===== config.mk =====
export PLATFORM = sky130hd
export DESIGN_NAME = dma_ll_channel
export DESIGN_NICKNAME = d
export VERILOG_FILES = /design/src/rtl/dma_ll_pkg.sv /design/src/rtl/dma_ll_desc_store.sv /design/src/rtl/dma_ll_addr_unit.sv /design/src/rtl/dma_ll_channel.sv
export SDC_FILE = /design/constraint.sdc
export NUM_CORES = 1
export LEC_CHECK = 0
export BUFFER_PORTS_ARGS = -buffer_cell sky130_fd_sc_hd__buf_4
export CAP_MARGIN = 15
export CORE_ASPECT_RATIO = 1.5
export CORE_MARGIN = 2
export CORE_UTILIZATION = 45
export CTS_CLUSTER_SIZE = 30
export DETAILED_ROUTE_END_ITERATION = 6
export PLACE_DENSITY_LB_ADDON = 0.25
export SLEW_MARGIN = 20
export SYNTH_ARGS = -nofsm -noshare
export SYNTH_HDL_FRONTEND = slang
export SYNTH_SLANG_ARGS = --single-unit
export TNS_END_PERCENT = 20

===== constraint.sdc =====
create_clock -name clk -period 4.3 [get_ports clk]
set_input_delay 0.43 -clock clk [delete_from_list [all_inputs] [get_ports clk]]
set_output_delay 0.43 -clock clk [all_outputs]
set_load 0.05 [all_outputs]

===== src/rtl/dma_ll_pkg.sv =====
package dma_ll_pkg;
   localparam int DESC_WORDS = 9;
   // word index inside a descriptor
   localparam int W_NEXT = 0;
   localparam int W_SRC  = 1;
   localparam int W_DST  = 2;
   localparam int W_LEN  = 3;
   localparam int W_SSTR = 4;
   localparam int W_DSTR = 5;
   localparam int W_CTLA = 6;
   localparam int W_CTLB = 7;
   localparam int W_FILL = 8;
   // control A fields
   localparam int A_STYPE = 16;
   localparam int A_DTYPE = 18;
   localparam int A_SMODE = 20;
   localparam int A_DMODE = 22;
   localparam int A_BYTE  = 28;
   localparam int A_FILL  = 29;
   localparam int A_LINK  = 30;
   // control B event enables
   localparam int B_BLK  = 18;
   localparam int B_LIST = 19;

   localparam logic [1:0] TY_DEV = 2'd0;

   typedef enum logic [1:0] {
      AM_CONST  = 2'd0,
      AM_INC    = 2'd1,
      AM_STRIDE = 2'd2,
      AM_HOLD   = 2'd3
   } amode_e;

   typedef enum logic [2:0] {
      ST_IDLE, ST_FETCH, ST_FWAIT, ST_LOAD, ST_BEAT, ST_RWAIT, ST_WRITE
   } st_e;
endpackage


===== src/rtl/dma_ll_desc_store.sv =====
module dma_ll_desc_store
   import dma_ll_pkg::*;
#(
   parameter int WORDS = DESC_WORDS
)(
   input  logic                             clk,
   input  logic                             rst_n,
   input  logic                             wr_en,
   input  logic [$clog2(WORDS)-1:0]         wr_idx,
   input  logic [31:0]                      wr_data,
   output logic [WORDS-1:0][31:0]           words
);
   localparam int IW = $clog2(WORDS);

   always_ff @(posedge clk or negedge rst_n) begin
      if (!rst_n) begin
         words <= '0;
      end else if (wr_en) begin
         for (int i = 0; i < WORDS; i++) begin
            if (wr_idx == IW'(i)) words[i] <= wr_data;
         end
      end
   end
endmodule


===== src/rtl/dma_ll_addr_unit.sv =====
module dma_ll_addr_unit
   import dma_ll_pkg::*;
#(
   parameter int AW = 32
)(
   input  logic          clk,
   input  logic          rst_n,
   input  logic          load,
   input  logic [AW-1:0] load_val,
   input  logic          step,
   input  amode_e        mode,
   input  logic [AW-1:0] inc,
   input  logic [AW-1:0] stride,
   output logic [AW-1:0] addr
);
   always_ff @(posedge clk or negedge rst_n) begin
      if (!rst_n) begin
         addr <= '0;
      end else if (load) begin
         addr <= load_val;
      end else if (step) begin
         case (mode)
            AM_INC:    addr <= addr + inc;
            AM_STRIDE: addr <= addr + stride;
            default:   addr <= addr;
         endcase
      end
   end
endmodule


===== src/rtl/dma_ll_channel.sv =====
module dma_ll_channel
   import dma_ll_pkg::*;
#(
   parameter int AW    = 32,
   parameter int LEN_W = 20
)(
   input  logic             clk,
   input  logic             rst_n,
   input  logic             start_wr,
   input  logic             start_val,
   input  logic             pause,
   input  logic             link_en,
   input  logic [AW-1:0]    head_ptr,
   output logic             mem_req,
   output logic             mem_we,
   output logic             mem_byte,
   output logic [AW-1:0]    mem_addr,
   output logic [31:0]      mem_wdata,
   input  logic             mem_ready,
   input  logic             mem_rvalid,
   input  logic [31:0]      mem_rdata,
   input  logic             dev_ready,
   output logic             busy,
   output logic [LEN_W-1:0] remain_cnt,
   output logic [AW-1:0]    next_desc,
   output logic             irq_block,
   output logic             irq_list
);
   localparam int IW = $clog2(DESC_WORDS);

   if (AW < 8 || AW > 32) begin : g_bad_aw
      $error("dma_ll_channel: AW must be 8..32");
   end
   if (LEN_W < 3 || LEN_W > 32) begin : g_bad_len
      $error("dma_ll_channel: LEN_W must be 3..32");
   end

   st_e                        st;
   logic [IW-1:0]              idx;
   logic [AW-1:0]              fptr;
   logic                       abort_q;
   logic [31:0]                data_q;
   logic [LEN_W-1:0]           remain_q;
   logic [AW-1:0]              next_q;
   logic [DESC_WORDS-1:0][31:0] dw;

   // descriptor field decode
   logic [31:0] ctla, ctlb;
   logic        byte_m, fill_m, link_b;
   logic [1:0]  stype, dtype;
   assign ctla   = dw[W_CTLA];
   assign ctlb   = dw[W_CTLB];
   assign byte_m = ctla[A_BYTE];
   assign fill_m = ctla[A_FILL];
   assign link_b = ctla[A_LINK];
   assign stype  = ctla[A_STYPE +: 2];
   assign dtype  = ctla[A_DTYPE +: 2];

   logic unused_fields;
   assign unused_fields = ^{ctla, ctlb, dw[W_NEXT], dw[W_SRC], dw[W_DST],
                            dw[W_LEN], dw[W_SSTR], dw[W_DSTR]};

   logic [AW-1:0]    inc_v;
   logic [LEN_W-1:0] step_len;
   assign inc_v    = byte_m ? AW'(1) : AW'(4);
   assign step_len = byte_m ? LEN_W'(1) : LEN_W'(4);

   dma_ll_desc_store #(.WORDS(DESC_WORDS)) u_store (
      .clk     (clk),
      .rst_n   (rst_n),
      .wr_en   (st == ST_FWAIT && mem_rvalid),
      .wr_idx  (idx),
      .wr_data (mem_rdata),
      .words   (dw)
   );

   // address units: 0 = source, 1 = destination
   logic [AW-1:0] cur_addr [2];
   logic [AW-1:0] ld_val   [2];
   logic [AW-1:0] strd     [2];
   amode_e        am       [2];
   logic          wr_acc;

   assign ld_val[0] = dw[W_SRC][AW-1:0];
   assign ld_val[1] = dw[W_DST][AW-1:0];
   assign strd[0]   = dw[W_SSTR][AW-1:0];
   assign strd[1]   = dw[W_DSTR][AW-1:0];
   assign am[0]     = amode_e'(ctla[A_SMODE +: 2]);
   assign am[1]     = amode_e'(ctla[A_DMODE +: 2]);

   for (genvar g = 0; g < 2; g++) begin : g_addr
      dma_ll_addr_unit #(.AW(AW)) u_au (
         .clk      (clk),
         .rst_n    (rst_n),
         .load     (st == ST_LOAD),
         .load_val (ld_val[g]),
         .step     (wr_acc),
         .mode     (am[g]),
         .inc      (inc_v),
         .stride   (strd[g]),
         .addr     (cur_addr[g])
      );
   end

   logic       dev_ok, beat_go, last_beat, follow, desc_end, empty_desc;
   logic [7:0] lane_b;

   assign dev_ok     = (stype != TY_DEV || dev_ready) && (dtype != TY_DEV || dev_ready);
   assign beat_go    = (st == ST_BEAT) && !abort_q && !pause && dev_ok;
   assign last_beat  = remain_q <= step_len;
   assign wr_acc     = (st == ST_WRITE) && mem_ready;
   assign empty_desc = (dw[W_LEN][LEN_W-1:0] == '0);
   assign follow     = link_en && link_b && (dw[W_NEXT][AW-1:0] != '0);
   assign desc_end   = (wr_acc && last_beat) || (st == ST_LOAD && empty_desc);
   assign lane_b     = 8'(mem_rdata >> {cur_addr[0][1:0], 3'b000});

   // memory port
   assign mem_req   = (st == ST_FETCH && !abort_q && !pause) ||
                      (beat_go && !fill_m) || (st == ST_WRITE);
   assign mem_we    = (st == ST_WRITE);
   assign mem_byte  = (st == ST_BEAT || st == ST_WRITE) && byte_m;
   assign mem_addr  = (st == ST_FETCH) ? fptr + (AW'(idx) << 2) :
                      (st == ST_WRITE) ? cur_addr[1] : cur_addr[0];
   assign mem_wdata = data_q;

   always_ff @(posedge clk or negedge rst_n) begin
      if (!rst_n) begin
         st        <= ST_IDLE;
         idx       <= '0;
         fptr      <= '0;
         abort_q   <= 1'b0;
         data_q    <= '0;
         remain_q  <= '0;
         next_q    <= '0;
         irq_block <= 1'b0;
         irq_list  <= 1'b0;
      end else begin
         irq_block <= 1'b0;
         irq_list  <= 1'b0;
         if (start_wr && !start_val && st != ST_IDLE) abort_q <= 1'b1;
         case (st)
            ST_IDLE: begin
               abort_q <= 1'b0;
               if (start_wr && start_val) begin
                  fptr <= head_ptr;
                  idx  <= '0;
                  st   <= ST_FETCH;
               end
            end
            ST_FETCH: begin
               if (abort_q)                  st <= ST_IDLE;
               else if (!pause && mem_ready) st <= ST_FWAIT;
            end
            ST_FWAIT: begin
               if (mem_rvalid) begin
                  if (idx == IW'(DESC_WORDS - 1)) begin
                     st <= ST_LOAD;
                  end else begin
                     idx <= idx + 1'b1;
                     st  <= ST_FETCH;
                  end
               end
            end
            ST_LOAD: begin
               remain_q <= dw[W_LEN][LEN_W-1:0];
               next_q   <= dw[W_NEXT][AW-1:0];
               st       <= ST_BEAT;
            end
            ST_BEAT: begin
               if (abort_q) begin
                  st <= ST_IDLE;
               end else if (beat_go) begin
                  if (fill_m) begin
                     data_q <= dw[W_FILL];
                     st     <= ST_WRITE;
                  end else if (mem_ready) begin
                     st <= ST_RWAIT;
                  end
               end
            end
            ST_RWAIT: begin
               if (mem_rvalid) begin
                  data_q <= byte_m ? {4{lane_b}} : mem_rdata;
                  st     <= ST_WRITE;
               end
            end
            ST_WRITE: begin
               if (mem_ready) begin
                  remain_q <= last_beat ? '0 : remain_q - step_len;
                  st       <= ST_BEAT;
               end
            end
            default: st <= ST_IDLE;
         endcase
         if (desc_end) begin
            irq_block <= ctlb[B_BLK];
            if (follow) begin
               fptr <= dw[W_NEXT][AW-1:0];
               idx  <= '0;
               st   <= ST_FETCH;
            end else begin
               irq_list <= ctlb[B_LIST];
               st       <= ST_IDLE;
            end
         end
      end
   end

   assign busy       = (st != ST_IDLE);
   assign remain_cnt = remain_q;
   assign next_desc  = next_q;
endmodule


==> results.yml, run 1 <==
layout:
  areaGrowthSynthToFinish_pct: 15.2
  diodes: 0
  final_nets: 2513
  drive_above_1_share: 0.228
  final_cells: 3052
routing:
  via_count: 18236
  met2WireLength_um: 36600
  route.top_layer_used: "met5"
  drc_errors: 0
  antenna_left: 0
  met1_length_um: 26500
  dr.pass1.iters: 5
  drt-initial-drc-count: 1450
  wl_met3_um: 4080
  avgViaCountPerCell: 5.98
  drt_wl_total_um: 72600
  wl_per_cell_um: 23.8
power:
  power.internal_mw: 9.31
  p_per_area_mw_per_mm2: 632
  p_seq_frac: 0.368
  sw_frac_of_total: 0.432
  p_leak_nw: 12.3
  p_sw_mw: 7.09
  power.share.clock: 0.220
  ir_drop_mv: 0.606
  pwr-share-comb: 0.412
die:
  design.die.area_mm2: 0.0519
  num_rows: 100
  core_area_mm2: 0.0495
  start_util: 0.454
  ios: 195
  die_w_um: 187
  die_h_um: 278
min_path:
  whs_endpoint: "abort_q"
  hp-start: "start_val"
  min_path_type: "in2reg"
  hold_depth: 3
clock_tree:
  htreeDepth: 2
  numCtsBuffers: 42
  cts_root_buffer: "clkbuf_16"
  clk_pin_slew_worst_paths_ps: 60
  cts_setup_buffers: 0
  cts_tree: "yes"
  clockBufferDepth: 3
  clk_latency_ps: 560
  cts.sinks: 415
synthesis:
  yosysSeqAreaShare: 0.461
  async_flop_share: 1.00
  synth_warnings: 0
  synth_enable_flop_cells: 0
  synth.distinct_cells: 75
  syn_area_per_cell_um2: 10.1
  syn_area_mm2: 0.0225
  postSynthCellCount: 2220
  synth_ff_type: "dfrtp_1"
  ys_ff_latch: 415
  syn-num-nets: 2370
timing:
  holdWs_ps: 143
  timing.setup.tns_ps: 0
  worstMarginPinSlew_ps: 957
  maxSlewHeadroom: 0.361
  post-route-period-util: 0.965
  setup_viol: 0
  finalClockSkew_ps: 22.2
  slew_violations: 0
  finalWorstSetupSlack_ps: 151
  rsz0062_at_grt: "false"
  post-route-min-period_ps: 4150
  hold_violations: 0
  max_freq_ghz: 0.241
critical_path:
  critPathKind: "reg2out"
  worstRegToRegCells: 12
  crit_path_end_kind: "output port"
  cp_data_required_time_ps: 3870
  path_buf_inv: 2
  crit_slowest_cell: "dfrtp_1"
  r2r_end: "g_addr[1].u_au.addr[23]"
  crit_arrival_ps: 3720
  path_common_cell: "nand2b_1"
  critPathMaxStageDelay_ps: 430
  cp_top_family: "simple AND/OR/NAND/NOR gates"
  start_kind: "register"
  rr_startpoint: "u_store.words[214]"
  cp_cell_sequence: "ha_1 -> inv_1 -> fa_1 -> nor2b_1 -> o21ai_0 -> nand2b_1 -> nand2b_1 -> nor3_1 -> nand2_1 -> xnor2_1 -> nor2_1 -> a31oi_1 -> buf_4"
  r2r_slack_ps: 400
  cp_max_fo: 6
place:
  place_congestion: 0.945
  hpwlAfterDp_um: 51000
  pre_cts_slack_ps: 541
  io_buffers: 194
  dp.cells: 2981
global_route:
  grt_pass1_wl_um: 112000
  antenna_found_initial: 5
  overflow: 0
  grt_pass1_vias: 18671
  grt_max_degree: 113
  grt_use_total: 0.280
flow_run:
  maxCapViolCount: 0
run_status:
  status: "finished, final reports clean"
## cell type report
type                    instances  area [um^2]
fillers                      4522        23600
multi-input cells            1647        11500
flip-flops and latches        415        10400
repair buffers                224         1730
clock buffers                  66         1260
well taps                     663          830
inverters                      33          124
clock inverters                 4         56.3
## per-stage QoR
step	util	area (um^2)	power [mW]
2_1_floorplan	-	22500	10.4
3_3_place_gp	0.496	24600	12.7
3_5_place_dp	0.496	24600	12.8
4_1_cts	0.523	25900	16.4
5_1_grt	0.523	25900	17.2
6_report	0.523	25900	16.4
## cells in the final DEF, fill, tap and decap left out, types with 5 or more instances in the layout
cell	n
or3_1	11
o21a_1	10
mux4_2	8
nand2b_1	50
mux2_2	223
a21oi_1	184
a221o_1	8
clkbuf_1	12
nor3b_1	7
xnor2_1	48
inv_1	32
buf_4	219
a21o_1	36
a211oi_1	6
o21ai_0	174
clkbuf_16	42
nand2_1	266
mux2i_1	60
dfrtp_1	415
a221oi_1	6
a31oi_1	11
nand4_1	16
nor2_1	94
ha_1	74
nand3_1	25
and3_1	11
nor2b_1	19
mux2_1	5
xor2_1	33
nor4_1	19
o21bai_1	8
nor3_1	26
clkbuf_8	12
o22ai_1	6
o211ai_1	7
a22oi_1	52
and2_1	64
## worst register-to-register path, delay by kind of cell, from the launching register on
kind,cells,cell delay (ps)
AO/OA/AOI/OAI,5,1400
XOR/XNOR,1,170
adder cells (fa/ha/maj),1,270
buffers and inverters,1,360
flip-flops,1,400
AND/OR/NAND/NOR,4,1130
## registers in the layout, indices dropped and copies added, names as in the netlist
name,count
u_store.words,225
g_addr.u_au.addr,64
fptr,32
mem_wdata,32
next_desc,32
remain_cnt,20
idx,4
st,3
abort_q,1
irq_block,1
irq_list,1
## cell families after synthesis
logic type	count (synthesis)	share of synthesized area
compound gates	553	0.149
xor+xnor	81	0.0315
fa+ha+maj	77	0.0438
buf+inv	158	0.0282
flops	415	0.461
mux	296	0.149
simple gates	640	0.138
## power by group through the flow
stage                     combinational, mW  sequential [mW]  clock [mW]
after floorplan                        3.86             6.54           0
after CTS                              6.75             6.02        3.66
after global routing                   7.22             6.17        3.82
after global placement                 6.63             6.05           0
after detailed placement               6.72             6.09           0
final                                  6.75             6.04        3.61
## cells in the mapped netlist, types with 10 or more instances
master | n | area [um^2]
o21ai_0 | 174 | 871
ha_1 | 74 | 926
nand2b_1 | 50 | 313
nand3_1 | 25 | 125
nor3_1 | 26 | 130
o21a_1 | 10 | 75.1
a21o_1 | 36 | 270
mux2i_1 | 60 | 601
a21oi_1 | 184 | 921
and2_1 | 64 | 400
mux2_2 | 223 | 2510
inv_1 | 32 | 120
buf_2 | 15 | 75.1
buf_1 | 11 | 41.3
nor2b_1 | 20 | 125
nand4_1 | 16 | 100
dfrtp_1 | 415 | 10400
xor2_1 | 33 | 289
xnor2_1 | 48 | 420
and3_1 | 11 | 68.8
nor4_1 | 20 | 125
or3_1 | 11 | 68.8
nor2_1 | 98 | 368
a31oi_1 | 11 | 68.8
clkbuf_1 | 96 | 360
nand2_1 | 268 | 1010
a22oi_1 | 52 | 390
## what timing repair did
item,in CTS,in global routing
hold endpoints to repair,94,0
setup endpoints to repair,0,4
resized for setup,0,2
hold buffers,1,0
## how the worst max path moves through the flow
stage                        from                       to  slack [ps]  cells after the start
2_1_floorplan               st[0]             mem_addr[29]         680                      7
4_1_cts                    idx[0]             mem_addr[26]          40                     13
3_5_place_dp   u_store.words[214]  g_addr[1].u_au.addr[23]         540                     12
6_report                   idx[0]             mem_addr[22]         150                     13
3_3_place_gp   u_store.words[214]  g_addr[1].u_au.addr[23]         580                     12
5_1_grt                    idx[0]             mem_addr[22]          30                     13
## per-layer routing
metal,track usage,vias up
met4,0.182,2
met1,0.321,9201
met2,0.487,634
li1,-,8192
met5,0,-
met3,0.0386,207
Power figures use the tool's default switching activity.
==> inputs of run 2 (changes only) <==
- CORE_ASPECT_RATIO: 1.5 -> 0.7
==> run 2 against run 1 <==
Effect of this change: routed wire length up 1.0%; register-to-register slack lost 110 ps; worst hold slack improved by 36 ps; global-route usage is 0.14 points higher; count of clock-buffer cells in the layout decreased by 3; clock power rose by 14%; die area about the same; sequential share of layout area fell by 0.50 points.
==> results.yml, run 2 (synthesized netlist as in run 1, its figures left out) <==
routing:
  drt-initial-drc-count: 1640
  drc_errors: 0
  drt_wl_total_um: 73300
  via_count: 18288
  avgViaCountPerCell: 5.95
  wl_per_cell_um: 23.9
  dr.pass1.iters: 5
  antenna_left: 0
die:
  die_h_um: 191
  die_w_um: 271
  ios: 195
  num_rows: 68
  core_area_mm2: 0.0493
  start_util: 0.456
  design.die.area_mm2: 0.0519
critical_path:
  crit_path_end_kind: "output port"
  cp_top_family: "simple AND/OR/NAND/NOR gates"
  worstRegToRegCells: 13
  start_kind: "register"
  crit_arrival_ps: 3700
  path_buf_inv: 3
  cp_data_required_time_ps: 3870
  crit_cells: 14
  crit_slowest_cell: "dfrtp_1"
  critPathKind: "reg2out"
  cp_max_fo: 6
  critPathMaxStageDelay_ps: 480
  cp_cell_sequence: "ha_1 -> inv_1 -> fa_1 -> nor2b_1 -> o21ai_0 -> nand2b_1 -> nand2b_2 -> nor4_4 -> buf_4 -> nand2_1 -> xnor2_1 -> nand2_1 -> o21ai_0 -> buf_4"
min_path:
  min_path_type: "in2reg"
  hold_depth: 3
global_route:
  antenna_found_initial: 9
  grt_max_degree: 96
  grt_pass1_vias: 17494
  overflow: 0
  grt_pass1_wl_um: 111000
  grt_use_total: 0.281
timing:
  timing.setup.tns_ps: 0
  finalClockSkew_ps: 16.3
  finalWorstSetupSlack_ps: 171
  maxSlewHeadroom: 0.256
  post-route-period-util: 0.960
  max_freq_ghz: 0.242
  slew_violations: 0
  post-route-min-period_ps: 4130
  setup_viol: 0
  worstMarginPinSlew_ps: 1110
  hold_violations: 0
clock_tree:
  numCtsBuffers: 44
  clk_latency_ps: 570
  clk_pin_slew_worst_paths_ps: 70
  cts_tree: "yes"
  cts_setup_buffers: 0
  cts_root_buffer: "clkbuf_16"
  cts.sinks: 415
  htreeDepth: 2
  clockBufferDepth: 3
layout:
  multi_input_area_mm2: 0.0116
  fillCellCount: 4460
  regMostFlops: "u_store.words"
  reg_top3: "u_store.words x225, g_addr.u_au.addr x64"
  finalInstanceArea_mm2: 0.0263
  final_nets: 2523
  layout_commonest_cell: "dfrtp_1"
  drive_above_1_share: 0.236
  largest_reg_flops: 225
  layout_common_cells: "dfrtp_1 (415), nand2_1 (266), buf_4 (226)"
  areaGrowthSynthToFinish_pct: 16.7
  seqCellArea_mm2: 0.0104
power:
  p_leak_nw: 12.4
  p_per_area_mw_per_mm2: 644
  ir_drop_mv: 0.601
place:
  place_congestion: 0.984
  io_buffers: 194
  postPlaceCellArea_mm2: 0.0247
  hpwlAfterDp_um: 51600
  pre_cts_slack_ps: 342
flow_run:
  maxCapViolCount: 0
run_status:
  status: "finished, final reports clean"
[run 2: cell types whose count changed in the layout (fill, tap and decap cells not counted), sizes merged]
cell / change
bufinv: +5
diode: +1
clkbuf: -3
buf: +8
clkinv: +8
[run 2: path summary, 6_finish.rpt]
path                                          from                       to  slack [ps]
worst max-delay path                        idx[0]             mem_addr[28]         170
worst max register to register  u_store.words[212]  g_addr[0].u_au.addr[31]         290
max in group asynchronous                    rst_n             next_desc[9]        2810
worst min-delay path                     start_val                  abort_q         180
min in group asynchronous                    rst_n        u_store.words[39]         500
worst min register to register        next_desc[8]             next_desc[8]         480
[run 2: where the power goes]
group / total [mW] / switching [mW] / internal, mW
Sequential: 6.05 / 1.10 / 4.95
Clock: 4.12 / 1.65 / 2.47
Combinational: 6.75 / 4.43 / 2.32
Total: 16.9 / 7.18 / 9.74
[run 2: final cells by class]
class,count,area share
Inverter,33,0.00472
Antenna cell,1,0.0000953
Sequential cell,415,0.395
Clock inverter,17,0.00953
Timing Repair Buffer,232,0.0686
Clock buffer,63,0.0497
Multi-Input combinational cell,1647,0.440
Tap cell,665,0.0317
[run 2: routing by layer]
layer	GRT usage	vias to the layer above	part of all wire
met5	0	-	0
met4	0.0683	0	0.024
met3	0.0602	91	0.089
met2	0.414	721	0.42
met1	0.420	9242	0.46
li1	-	8234	-
[run 2: timing repair]
action | 4_1_cts | 5_1_grt
resized for setup | 0 | 4
hold buffers | 1 | 0
endpoints found under the setup margin | 0 | 5
hold endpoints to repair | 86 | 0
[run 2: tightest hold or removal path, stage by stage]
cell	delay (ps)
buf_4	80
nand2b_1	110
a21boi_0	80
[run 2: through the flow]
step           total power [mW]  hold slack, ps  instances  utilization
2_1_floorplan              10.4             134       2220            -
3_3_place_gp               12.7             467       2991        0.500
3_5_place_dp               12.8             468       2991        0.500
4_1_cts                    16.9             164       3072        0.531
5_1_grt                    17.8             188       3072        0.532
6_report                   16.9             179       3073        0.532
